===== src/rtl/dmu_pkg.sv =====
package dmu_pkg;

    typedef enum logic [2:0] {
        OP_MOV   = 3'd0,
        OP_MOVHI = 3'd1,
        OP_LOAD  = 3'd2,
        OP_STORE = 3'd3,
        OP_PUSH  = 3'd4,
        OP_POP   = 3'd5,
        OP_RDX   = 3'd6,
        OP_TRAP  = 3'd7
    } dm_op_e;

    typedef enum logic [1:0] {
        ST_IDLE,
        ST_ACCESS,
        ST_TRAP_WAIT,
        ST_RETIRE
    } dm_state_e;

    function automatic logic op_uses_mem(input dm_op_e op);
        return (op == OP_LOAD) || (op == OP_STORE) ||
               (op == OP_PUSH) || (op == OP_POP);
    endfunction

endpackage


===== src/rtl/dmu_fsm.sv =====
module dmu_fsm
    import dmu_pkg::*;
(
    input  logic      clk,
    input  logic      rst_n,
    input  logic      issue_valid,
    input  dm_op_e    issue_op,
    input  logic      mem_ready,
    output dm_state_e state
);

    dm_state_e state_nxt;

    always_comb begin
        state_nxt = state;
        unique case (state)
            ST_IDLE: begin
                if (issue_valid) begin
                    if (op_uses_mem(issue_op)) begin
                        state_nxt = ST_ACCESS;
                    end else if (issue_op == OP_TRAP) begin
                        state_nxt = ST_TRAP_WAIT;
                    end else begin
                        state_nxt = ST_RETIRE;
                    end
                end
            end
            ST_ACCESS: begin
                if (mem_ready) begin
                    state_nxt = ST_RETIRE;
                end
            end
            ST_TRAP_WAIT: state_nxt = ST_RETIRE;
            ST_RETIRE:    state_nxt = ST_IDLE;
            default:      state_nxt = ST_IDLE;
        endcase
    end

    always_ff @(posedge clk) begin
        if (!rst_n) begin
            state <= ST_IDLE;
        end else begin
            state <= state_nxt;
        end
    end

endmodule


===== src/rtl/dmu_agu.sv =====
module dmu_agu
    import dmu_pkg::*;
#(
    parameter int ADDR_W = 16,
    parameter int DATA_W = 32
) (
    input  dm_op_e              op,
    input  logic [DATA_W-1:0]   a_val,
    input  logic [DATA_W-1:0]   b_val,
    input  logic [DATA_W-1:0]   c_val,
    input  logic [DATA_W-1:0]   sp_val,
    output logic [ADDR_W-1:0]   addr,
    output logic [DATA_W-1:0]   wdata,
    output logic                we
);

    localparam logic [DATA_W-1:0] ONE = DATA_W'(1);

    always_comb begin
        addr  = ADDR_W'(b_val + c_val);
        wdata = '0;
        we    = 1'b0;
        unique case (op)
            OP_LOAD: begin
                addr = ADDR_W'(b_val + c_val);
            end
            OP_STORE: begin
                addr  = ADDR_W'(b_val + c_val);
                wdata = a_val;
                we    = 1'b1;
            end
            OP_PUSH: begin
                addr  = ADDR_W'(sp_val);
                wdata = c_val;
                we    = 1'b1;
            end
            OP_POP: begin
                addr = ADDR_W'(sp_val - ONE);
            end
            default: begin
                addr  = ADDR_W'(b_val + c_val);
                wdata = '0;
                we    = 1'b0;
            end
        endcase
    end

endmodule


===== src/rtl/dmu_wb.sv =====
module dmu_wb
    import dmu_pkg::*;
#(
    parameter int          DATA_W      = 32,
    parameter int          IDX_W       = 5,
    parameter int          IMM_W       = 16,
    parameter int unsigned UNIMPL_CODE = 258
) (
    input  logic              retire,
    input  dm_op_e            op,
    input  logic              imm,
    input  logic [IDX_W-1:0]  rb,
    input  logic [IDX_W-1:0]  dest,
    input  logic [DATA_W-1:0] c_val,
    input  logic [DATA_W-1:0] rdata,
    input  logic [DATA_W-1:0] sp_val,
    output logic              wr_en,
    output logic [IDX_W-1:0]  wr_idx,
    output logic [DATA_W-1:0] wr_data,
    output logic              sp_wr_en,
    output logic [DATA_W-1:0] sp_wr_data,
    output logic              exc_req,
    output logic [DATA_W-1:0] exc_code
);

    localparam logic [DATA_W-1:0] ONE    = DATA_W'(1);
    localparam logic [DATA_W-1:0] UNIMPL = DATA_W'(UNIMPL_CODE);

    logic [DATA_W-1:0] folded;
    logic              wants_wr;
    logic              wants_sp;
    logic              wants_exc;

    assign folded = c_val + (DATA_W'(rb) << IMM_W);

    always_comb begin
        wants_wr   = 1'b0;
        wants_sp   = 1'b0;
        wants_exc  = 1'b0;
        wr_data    = '0;
        sp_wr_data = '0;
        exc_code   = '0;
        unique case (op)
            OP_MOV: begin
                wants_wr = 1'b1;
                wr_data  = imm ? folded : c_val;
            end
            OP_MOVHI: begin
                wants_wr = 1'b1;
                wr_data  = c_val << IMM_W;
            end
            OP_LOAD: begin
                wants_wr = 1'b1;
                wr_data  = rdata;
            end
            OP_STORE: begin
                wants_wr = 1'b0;
            end
            OP_PUSH: begin
                wants_sp   = 1'b1;
                sp_wr_data = sp_val + ONE;
            end
            OP_POP: begin
                wants_wr   = 1'b1;
                wr_data    = rdata;
                wants_sp   = 1'b1;
                sp_wr_data = sp_val - ONE;
            end
            OP_RDX: begin
                wants_exc = 1'b1;
                exc_code  = UNIMPL;
            end
            OP_TRAP: begin
                wants_exc = 1'b1;
                exc_code  = c_val;
            end
            default: begin
                wants_wr = 1'b0;
            end
        endcase
    end

    // Register 0 is hard-wired: its write requests are dropped
    assign wr_en    = retire && wants_wr && (dest != '0);
    assign wr_idx   = dest;
    assign sp_wr_en = retire && wants_sp;
    assign exc_req  = retire && wants_exc;

endmodule


===== src/rtl/dmu_top.sv =====
module dmu_top
    import dmu_pkg::*;
#(
    parameter int          ADDR_W      = 16,
    parameter int          DATA_W      = 32,
    parameter int          IDX_W       = 5,
    parameter int          IMM_W       = 16,
    parameter int unsigned UNIMPL_CODE = 258
) (
    input  logic              clk,
    input  logic              rst_n,
    input  logic              issue_valid,
    input  logic [2:0]        op_code,
    input  logic              imm_flag,
    input  logic [IDX_W-1:0]  rb_field,
    input  logic [IDX_W-1:0]  dest_idx,
    input  logic [DATA_W-1:0] opnd_a,
    input  logic [DATA_W-1:0] opnd_b,
    input  logic [DATA_W-1:0] opnd_c,
    input  logic [DATA_W-1:0] sp_value,
    output logic              busy,
    output logic              done,
    output logic              mem_req,
    output logic              mem_we,
    output logic [ADDR_W-1:0] mem_addr,
    output logic [DATA_W-1:0] mem_wdata,
    input  logic              mem_ready,
    input  logic [DATA_W-1:0] mem_rdata,
    output logic              wr_en,
    output logic [IDX_W-1:0]  wr_idx,
    output logic [DATA_W-1:0] wr_data,
    output logic              sp_wr_en,
    output logic [DATA_W-1:0] sp_wr_data,
    output logic              exc_req,
    output logic [DATA_W-1:0] exc_code
);

    dm_state_e         state;
    dm_op_e            issue_op;
    logic              accept;
    logic [DATA_W-1:0] c_eff;

    dm_op_e            op_q;
    logic              imm_q;
    logic [IDX_W-1:0]  rb_q;
    logic [IDX_W-1:0]  dest_q;
    logic [DATA_W-1:0] a_q;
    logic [DATA_W-1:0] b_q;
    logic [DATA_W-1:0] c_q;
    logic [DATA_W-1:0] sp_q;
    logic [DATA_W-1:0] rd_q;

    logic              agu_we;
    logic              retire;

    assign issue_op = dm_op_e'(op_code);
    assign accept   = issue_valid && (state == ST_IDLE);
    assign c_eff    = imm_flag ? DATA_W'(opnd_c[IMM_W-1:0]) : opnd_c;

    dmu_fsm u_fsm (
        .clk         (clk),
        .rst_n       (rst_n),
        .issue_valid (issue_valid),
        .issue_op    (issue_op),
        .mem_ready   (mem_ready),
        .state       (state)
    );

    // Operation capture on acceptance, read data capture on handshake
    always_ff @(posedge clk) begin
        if (!rst_n) begin
            op_q   <= OP_MOV;
            imm_q  <= 1'b0;
            rb_q   <= '0;
            dest_q <= '0;
            a_q    <= '0;
            b_q    <= '0;
            c_q    <= '0;
            sp_q   <= '0;
            rd_q   <= '0;
        end else begin
            if (accept) begin
                op_q   <= issue_op;
                imm_q  <= imm_flag;
                rb_q   <= rb_field;
                dest_q <= dest_idx;
                a_q    <= opnd_a;
                b_q    <= opnd_b;
                c_q    <= c_eff;
                sp_q   <= sp_value;
            end
            if ((state == ST_ACCESS) && mem_ready) begin
                rd_q <= mem_rdata;
            end
        end
    end

    dmu_agu #(
        .ADDR_W (ADDR_W),
        .DATA_W (DATA_W)
    ) u_agu (
        .op     (op_q),
        .a_val  (a_q),
        .b_val  (b_q),
        .c_val  (c_q),
        .sp_val (sp_q),
        .addr   (mem_addr),
        .wdata  (mem_wdata),
        .we     (agu_we)
    );

    // State-decoded outputs
    always_comb begin
        busy    = 1'b1;
        done    = 1'b0;
        mem_req = 1'b0;
        retire  = 1'b0;
        unique case (state)
            ST_IDLE:      busy = 1'b0;
            ST_ACCESS:    mem_req = 1'b1;
            ST_TRAP_WAIT: busy = 1'b1;
            ST_RETIRE: begin
                done   = 1'b1;
                retire = 1'b1;
            end
            default:      busy = 1'b1;
        endcase
        mem_we = mem_req && agu_we;
    end

    dmu_wb #(
        .DATA_W      (DATA_W),
        .IDX_W       (IDX_W),
        .IMM_W       (IMM_W),
        .UNIMPL_CODE (UNIMPL_CODE)
    ) u_wb (
        .retire     (retire),
        .op         (op_q),
        .imm        (imm_q),
        .rb         (rb_q),
        .dest       (dest_q),
        .c_val      (c_q),
        .rdata      (rd_q),
        .sp_val     (sp_q),
        .wr_en      (wr_en),
        .wr_idx     (wr_idx),
        .wr_data    (wr_data),
        .sp_wr_en   (sp_wr_en),
        .sp_wr_data (sp_wr_data),
        .exc_req    (exc_req),
        .exc_code   (exc_code)
    );

endmodule


===== config.mk =====
export PLATFORM = sky130hd
export DESIGN_NAME = dmu_top
export DESIGN_NICKNAME = d
export VERILOG_FILES = /design/src/rtl/dmu_pkg.sv /design/src/rtl/dmu_fsm.sv /design/src/rtl/dmu_agu.sv /design/src/rtl/dmu_wb.sv /design/src/rtl/dmu_top.sv
export SDC_FILE = /design/constraint.sdc
export NUM_CORES = 1
export LEC_CHECK = 0
export ABC_AREA = 1
export BUFFER_PORTS_ARGS = -buffer_cell sky130_fd_sc_hd__buf_2
export CAP_MARGIN = 20
export CORE_MARGIN = 2
export CORE_UTILIZATION = 30
export DETAILED_ROUTE_END_ITERATION = 10
export GPL_ROUTABILITY_DRIVEN = 0
export HOLD_SLACK_MARGIN = 0.02
export PLACE_DENSITY = 0.55
export SLEW_MARGIN = 25
export SYNTH_ARGS = -nofsm -noshare
export SYNTH_HDL_FRONTEND = slang
export SYNTH_SLANG_ARGS = --single-unit

===== constraint.sdc =====
create_clock -name clk -period 2.4 [get_ports clk]
set_input_delay 0.48 -clock clk [delete_from_list [all_inputs] [get_ports clk]]
set_output_delay 0.48 -clock clk [all_outputs]
set_load 0.02 [all_outputs]

# After elaboration in Yosys (flattened, before gate mapping)
# Cells that the tools add are included.
# totals
ff_bits,160
inputBits,178
word_cells,69
# classes
add_sub_neg,4
eq_ne,17
n_mux,19
reduce_logical,19
# op_table
cell,n
$pmux W32 S2,3
$pmux W32 S3,1
$mux W32,2
$add A32 B1 Y32 const B,1
$add A32 B21 Y32,1
$pmux W16 S2,1
$sub A32 B1 Y32 const B,1
$eq A3 B3 Y1 const B,7
$add A16 B16 Y16,1
$eq A3 B2 Y1 const B,4
$mux W1,8
$pmux W2 S4,1
$reduce_or A2 Y1,4
$logic_and A1 B1 Y1,7
$mux W2,3
$reduce_bool A5 Y1,1
$eq A2 B2 Y1 const B,2
$ne A2 B2 Y1 const B,2
$reduce_or A4 Y1,1
$eq A3 B1 Y1 const B,1
$logic_not A3 Y1,1
$logic_or A1 B1 Y1,3
$eq A2 B1 Y1 const B,1
$logic_not A2 Y1,1
$reduce_and A2 Y1,1

# Depth between registers and ports, before layout
# logic_depth
word_depth,7
mapped_depth,11
ltp_nobuf,11

# Hierarchy
# A second synthesis with hierarchy kept.
# hier_totals
cells_unflattened,2325
hier_area_um2,13162.6
# by_module_without_submodules
module,n_inst,cells_each,area_each_um2
dmu_top,1,1118,7153.1
dmu_wb,1,758,3828.7
dmu_agu,1,419,2009.4
dmu_fsm,1,30,171.4

# Worst setup path after synthesis
# OpenSTA, ideal clock, no wires.
# synth_path
path_type,flip-flop to output port
from,reg rb_q[0]
to,out wr_data[22]
arrival_time_ns,1.897
required_ns,1.920
setup_slack_ns,0.023
path_stages_with_launch,10
path_cell_list,dfxtp_1 ha_1 fa_1 nand3_1 nand2_1 nand2_1 nand2_1 nand3_1 nand2_1 o21ai_0
# synth_between
elab_chain_len,3
# synth_lines
element,line_no,source
"start, declared",dmu_top.sv:45,logic [IDX_W-1:0] rb_q;
"start signal, assigned",dmu_top.sv:85,rb_q <= rb_field;
$add A32 B21 Y32,dmu_wb.sv:34,assign folded = c_val + (DATA_W'(rb) << IMM_W);
$mux W32,dmu_wb.sv:46,wr_data = imm ? folded : c_val;
$pmux W32 S3,dmu_wb.sv:43,unique case (op)
"end, declared",dmu_top.sv:31,"output logic [DATA_W-1:0] wr_data,"
# No other way between the ends.

# Worst setup path in the final report
# layout_path
from,reg sp_q[1]
to,out mem_addr[9]
# layout_between
elab_chain_len,2
# layout_lines
element,line_no,source
"start, declared",dmu_top.sv:50,logic [DATA_W-1:0] sp_q;
"start signal, assigned",dmu_top.sv:90,sp_q <= sp_value;
$sub A32 B1 Y32,--,
$pmux W16 S2,dmu_agu.sv:23,unique case (op)
"end, declared",dmu_top.sv:25,"output logic [ADDR_W-1:0] mem_addr,"
# No other way between the ends.

==> flow_summary_export.csv <==
group,metric,value,unit
die,die_h,189,um
cts,numCtsBuffers,17,
yosys,yosys.area_share.simple,36.9,%
cts,cts_max_path_buffers,2,
detailed_routing,wl,49400,um
power,leakagePower,0.00728,uW
status,violations,"negative setup slack",
global_route,grtUsageMet1,31.5,%
yosys,synth_warnings,0,
yosys,ys_seq_area_share,31.3,%
layout,area_delta_synth_final,59.5,%
timing,worst_pin_slew,0.626,ns
cts,holdBufCountCts,0,
layout,fin_nets,2322,
yosys,avgSynthCellArea,5.97,um^2
timing,post-route-period-util,112,%
global_route,grt_max_degree,66,
timing,tns,-6.21,ns
timing,rsz0062_at_grt,"true",
die,die_area,35600,um^2
timing,fin_ws,-0.291,ns
power,irDropWorstVdd,640,uV
timing,hold_viol_final,0,
yosys,ys_types,37,
die,initial_core_util,30.5,%
cts,clkLatencyLatePin,0.45,ns
placement,placed_area,12700,um^2
yosys,async_flop_share,0,%
cts,cts_sinks,160,
cts,cts_tree,"built",
timing,finClkSkew,0.00811,ns
die,die_w,189,um
status,status,"complete, but fails checks",
detailed_routing,num_vias,13500,
global_route,grt_overflow,0,
run,drv_cap,0,
timing,slew_headroom,58.0,%
timing,fmax,372,MHz
min_path,min-delay-path-class,"input pin to flop",
detailed_routing,via_per_inst,5.22,
power,power.density,992,nW/um^2
worst_setup_path,reg2reg_slack,0.46,ns
layout,design_area,16300,um^2
timing,hold-worst-slack,0.267,ns
die,num_rows,67,
detailed_routing,drt_drc_violations_left,0,
yosys,yosys_most_used_dff,"dfxtp_1",
yosys,synth_edf_count,0,
global_route,first_global_vias,12700,
worst_setup_path,worstPathRequired,1.92,ns
yosys,synth_xor_area_share,0.599,%
layout,layout.cells.non_filler,2583,
placement,dp_hpwl,35100,um
global_route,track_usage,26.5,%
cts,clk_pin_slew,0.07,ns
yosys,synth-adder-area-share,3.57,%
cts,cts_htree_levels,4,
layout,multi_input_area,7720,um^2
yosys,postSynthCellCount,1714,
yosys,synth_seq_cells,160,
worst_setup_path,worstPathArrival,2.21,ns
placement,io_buffers,317,
yosys,netlist_area,10200,um^2
global_route,grt_antenna_before_repair,6,
global_route,grt_pass1_wl,72400,um
yosys,synth_top_family_by_area,"simple AND/OR/NAND/NOR gates",
placement,dp.cells,2463,
layout,drive_gt1_share,41.8,%
layout,fillerInstances,3415,
cts,cts_root_buffer,"clkbuf_16",
global_route,use_met3,5.89,%
worst_setup_path,regToRegStartpoint,"u_fsm.state[0]$_SDFFE_PN0P_",
worst_setup_path,crit_start,"sp_q[1]$_SDFFE_PN0P_",
worst_setup_path,cp-end-kind,"output pin",
min_path,worstHoldPathCells,3,
detailed_routing,wire_per_inst,19.1,um
timing,fin_crit,2.69,ns
yosys,synth.net_count,1920,
worst_setup_path,r2r_end,"a_q[3]$_SDFFE_PN0P_",
detailed_routing,drtAntennaViolNets,0,
yosys,synth_compound_area_share,18.7,%
timing,slew_violations,0,
layout,ff_latch_area,3340,um^2
worst_setup_path,crit_fanout,7,
worst_setup_path,path_class,"flop to output pin",
detailed_routing,drtPass1Iterations,6,
die,core,33500,um^2
global_route,gr-max-usage-layer,"met2",
die,io_pins,334,
worst_setup_path,crit_end,"mem_addr[9]",
yosys,synth_mux_area_share,0,%
global_route,grt.met2_usage,46.4,%
worst_setup_path,reg2regPathDepth,7,
timing,setup_viol,51,
detailed_routing,first_iter_violations,1007,
worst_setup_path,critPathLaunchType,"flop",
## worst min path at each step
stage / startpoint / slack, ns / to
after global routing: opnd_c[19] / 0.26 / c_q[19]$_SDFFE_PN0P_
final: opnd_c[19] / 0.27 / c_q[19]$_SDFFE_PN0P_
after detailed placement: rd_q[13]$_SDFFE_PN0P_ / 0.47 / rd_q[13]$_SDFFE_PN0P_
after floorplan: rd_q[10]$_SDFFE_PN0P_ / 0.46 / rd_q[10]$_SDFFE_PN0P_
after CTS: opnd_c[19] / 0.25 / c_q[19]$_SDFFE_PN0P_
after global placement: a_q[29]$_SDFFE_PN0P_ / 0.46 / a_q[29]$_SDFFE_PN0P_
## placed cells by master, fill, tap and decap left out, types with 5 or more instances in the layout
cell type	instances
nor3_1	5
inv_1	127
nor2_1	281
o21ai_2	29
dfxtp_2	40
dfxtp_4	24
nand2_2	81
buf_4	119
nand4_1	17
o21ai_4	7
diode_2	6
buf_6	85
nand2_4	20
nand3_2	42
clkbuf_16	19
nor2_4	34
a21oi_2	7
ha_1	5
nor3_2	10
ha_4	21
buf_2	241
xor2_1	6
dfxtp_1	96
buf_12	13
a21oi_1	83
nand3_1	113
a22oi_1	9
inv_6	10
o21ai_0	169
o21ai_1	42
nor2_2	25
a22oi_2	6
nand2_1	266
inv_4	5
inv_2	15
## metrics by stage
| stage | power (uW) | util, % | setup WS, ns |
|---|---|---|---|
| floorplan | 7930 | - | 0.0226 |
| global placement | 10500 | 37.8 | 0.0604 |
| detailed placement | 10500 | 37.8 | 0.0399 |
| CTS | 15300 | 45.8 | -0.260 |
| global route | 17100 | 48.7 | -0.386 |
| finish | 16200 | 48.7 | -0.291 |
## power breakdown
part	internal [uW]	switching (uW)	total (uW)
Sequential	3420	791	4210
Clock	1600	1330	2940
Combinational	3510	5540	9050
## repair_timing
item / in CTS / in global routing
buffers inserted: 52 / 28
resized for setup: 507 / 239
cloned: 5 / 1
pin swaps: 92 / 88
setup endpoints to repair: 99 / 110
## registers in the layout (all words and copies together), names as in the netlist
register	cells
sp_q	32
dest_q	5
op_q	3
b_q	16
c_q	32
rb_q	5
imm_q	1
u_fsm.state	2
a_q	32
rd_q	32
## Yosys cell counts, types with 4 or more instances
library cell | number | share of area (%)
o21ai_0 | 243 | 12
clkbuf_1 | 59 | 2.2
buf_1 | 4 | 0.15
a22oi_1 | 15 | 1.1
xor2_1 | 6 | 0.51
nand3_1 | 159 | 7.8
nand4_1 | 17 | 1.0
nor2_2 | 4 | 0.24
buf_2 | 17 | 0.83
dfxtp_1 | 160 | 31
a21oi_1 | 90 | 4.4
nor2_1 | 333 | 12
inv_1 | 149 | 5.5
ha_1 | 26 | 3.2
nand2_1 | 370 | 14
nor3_1 | 19 | 0.93
or2_2 | 4 | 0.24
o21ai_1 | 4 | 0.20
o211ai_1 | 4 | 0.29
## critical path: stages (launching register included)
cell	delay, ns
dfxtp_4	0.38
buf_6	0.13
nor2_4	0.11
nand2_4	0.08
nor2_4	0.28
buf_6	0.16
nand3_2	0.07
nand3_2	0.12
o21a_1	0.20
nand2_2	0.09
buf_6	0.14
## logic make-up after synthesis
group,Yosys count
compound gates,367
simple gates,917
xor+xnor,7
buf+inv,235
flops,160
fa+ha+maj,28
## per-layer routing
metal | part of all wire, % | vias to the layer above | wire, um
met4 | 4.0 | 0 | 1990
li1 | - | 6430 | -
met2 | 49 | 595 | 24200
met5 | 0 | - | 0
met3 | 7.6 | 108 | 3780
met1 | 39 | 6346 | 19400
## final cells by class
cell class              instances  area share [%]
multi-input cells            1320            47.3
clock buffers                  19            2.71
inverters                     153            3.76
well taps                     448            3.43
diodes                          6          0.0920
flip-flops and latches        160            20.5
clock inverters                13            1.02
repair buffers                464            21.2
Note: power is estimated with default switching activity, not from simulation.
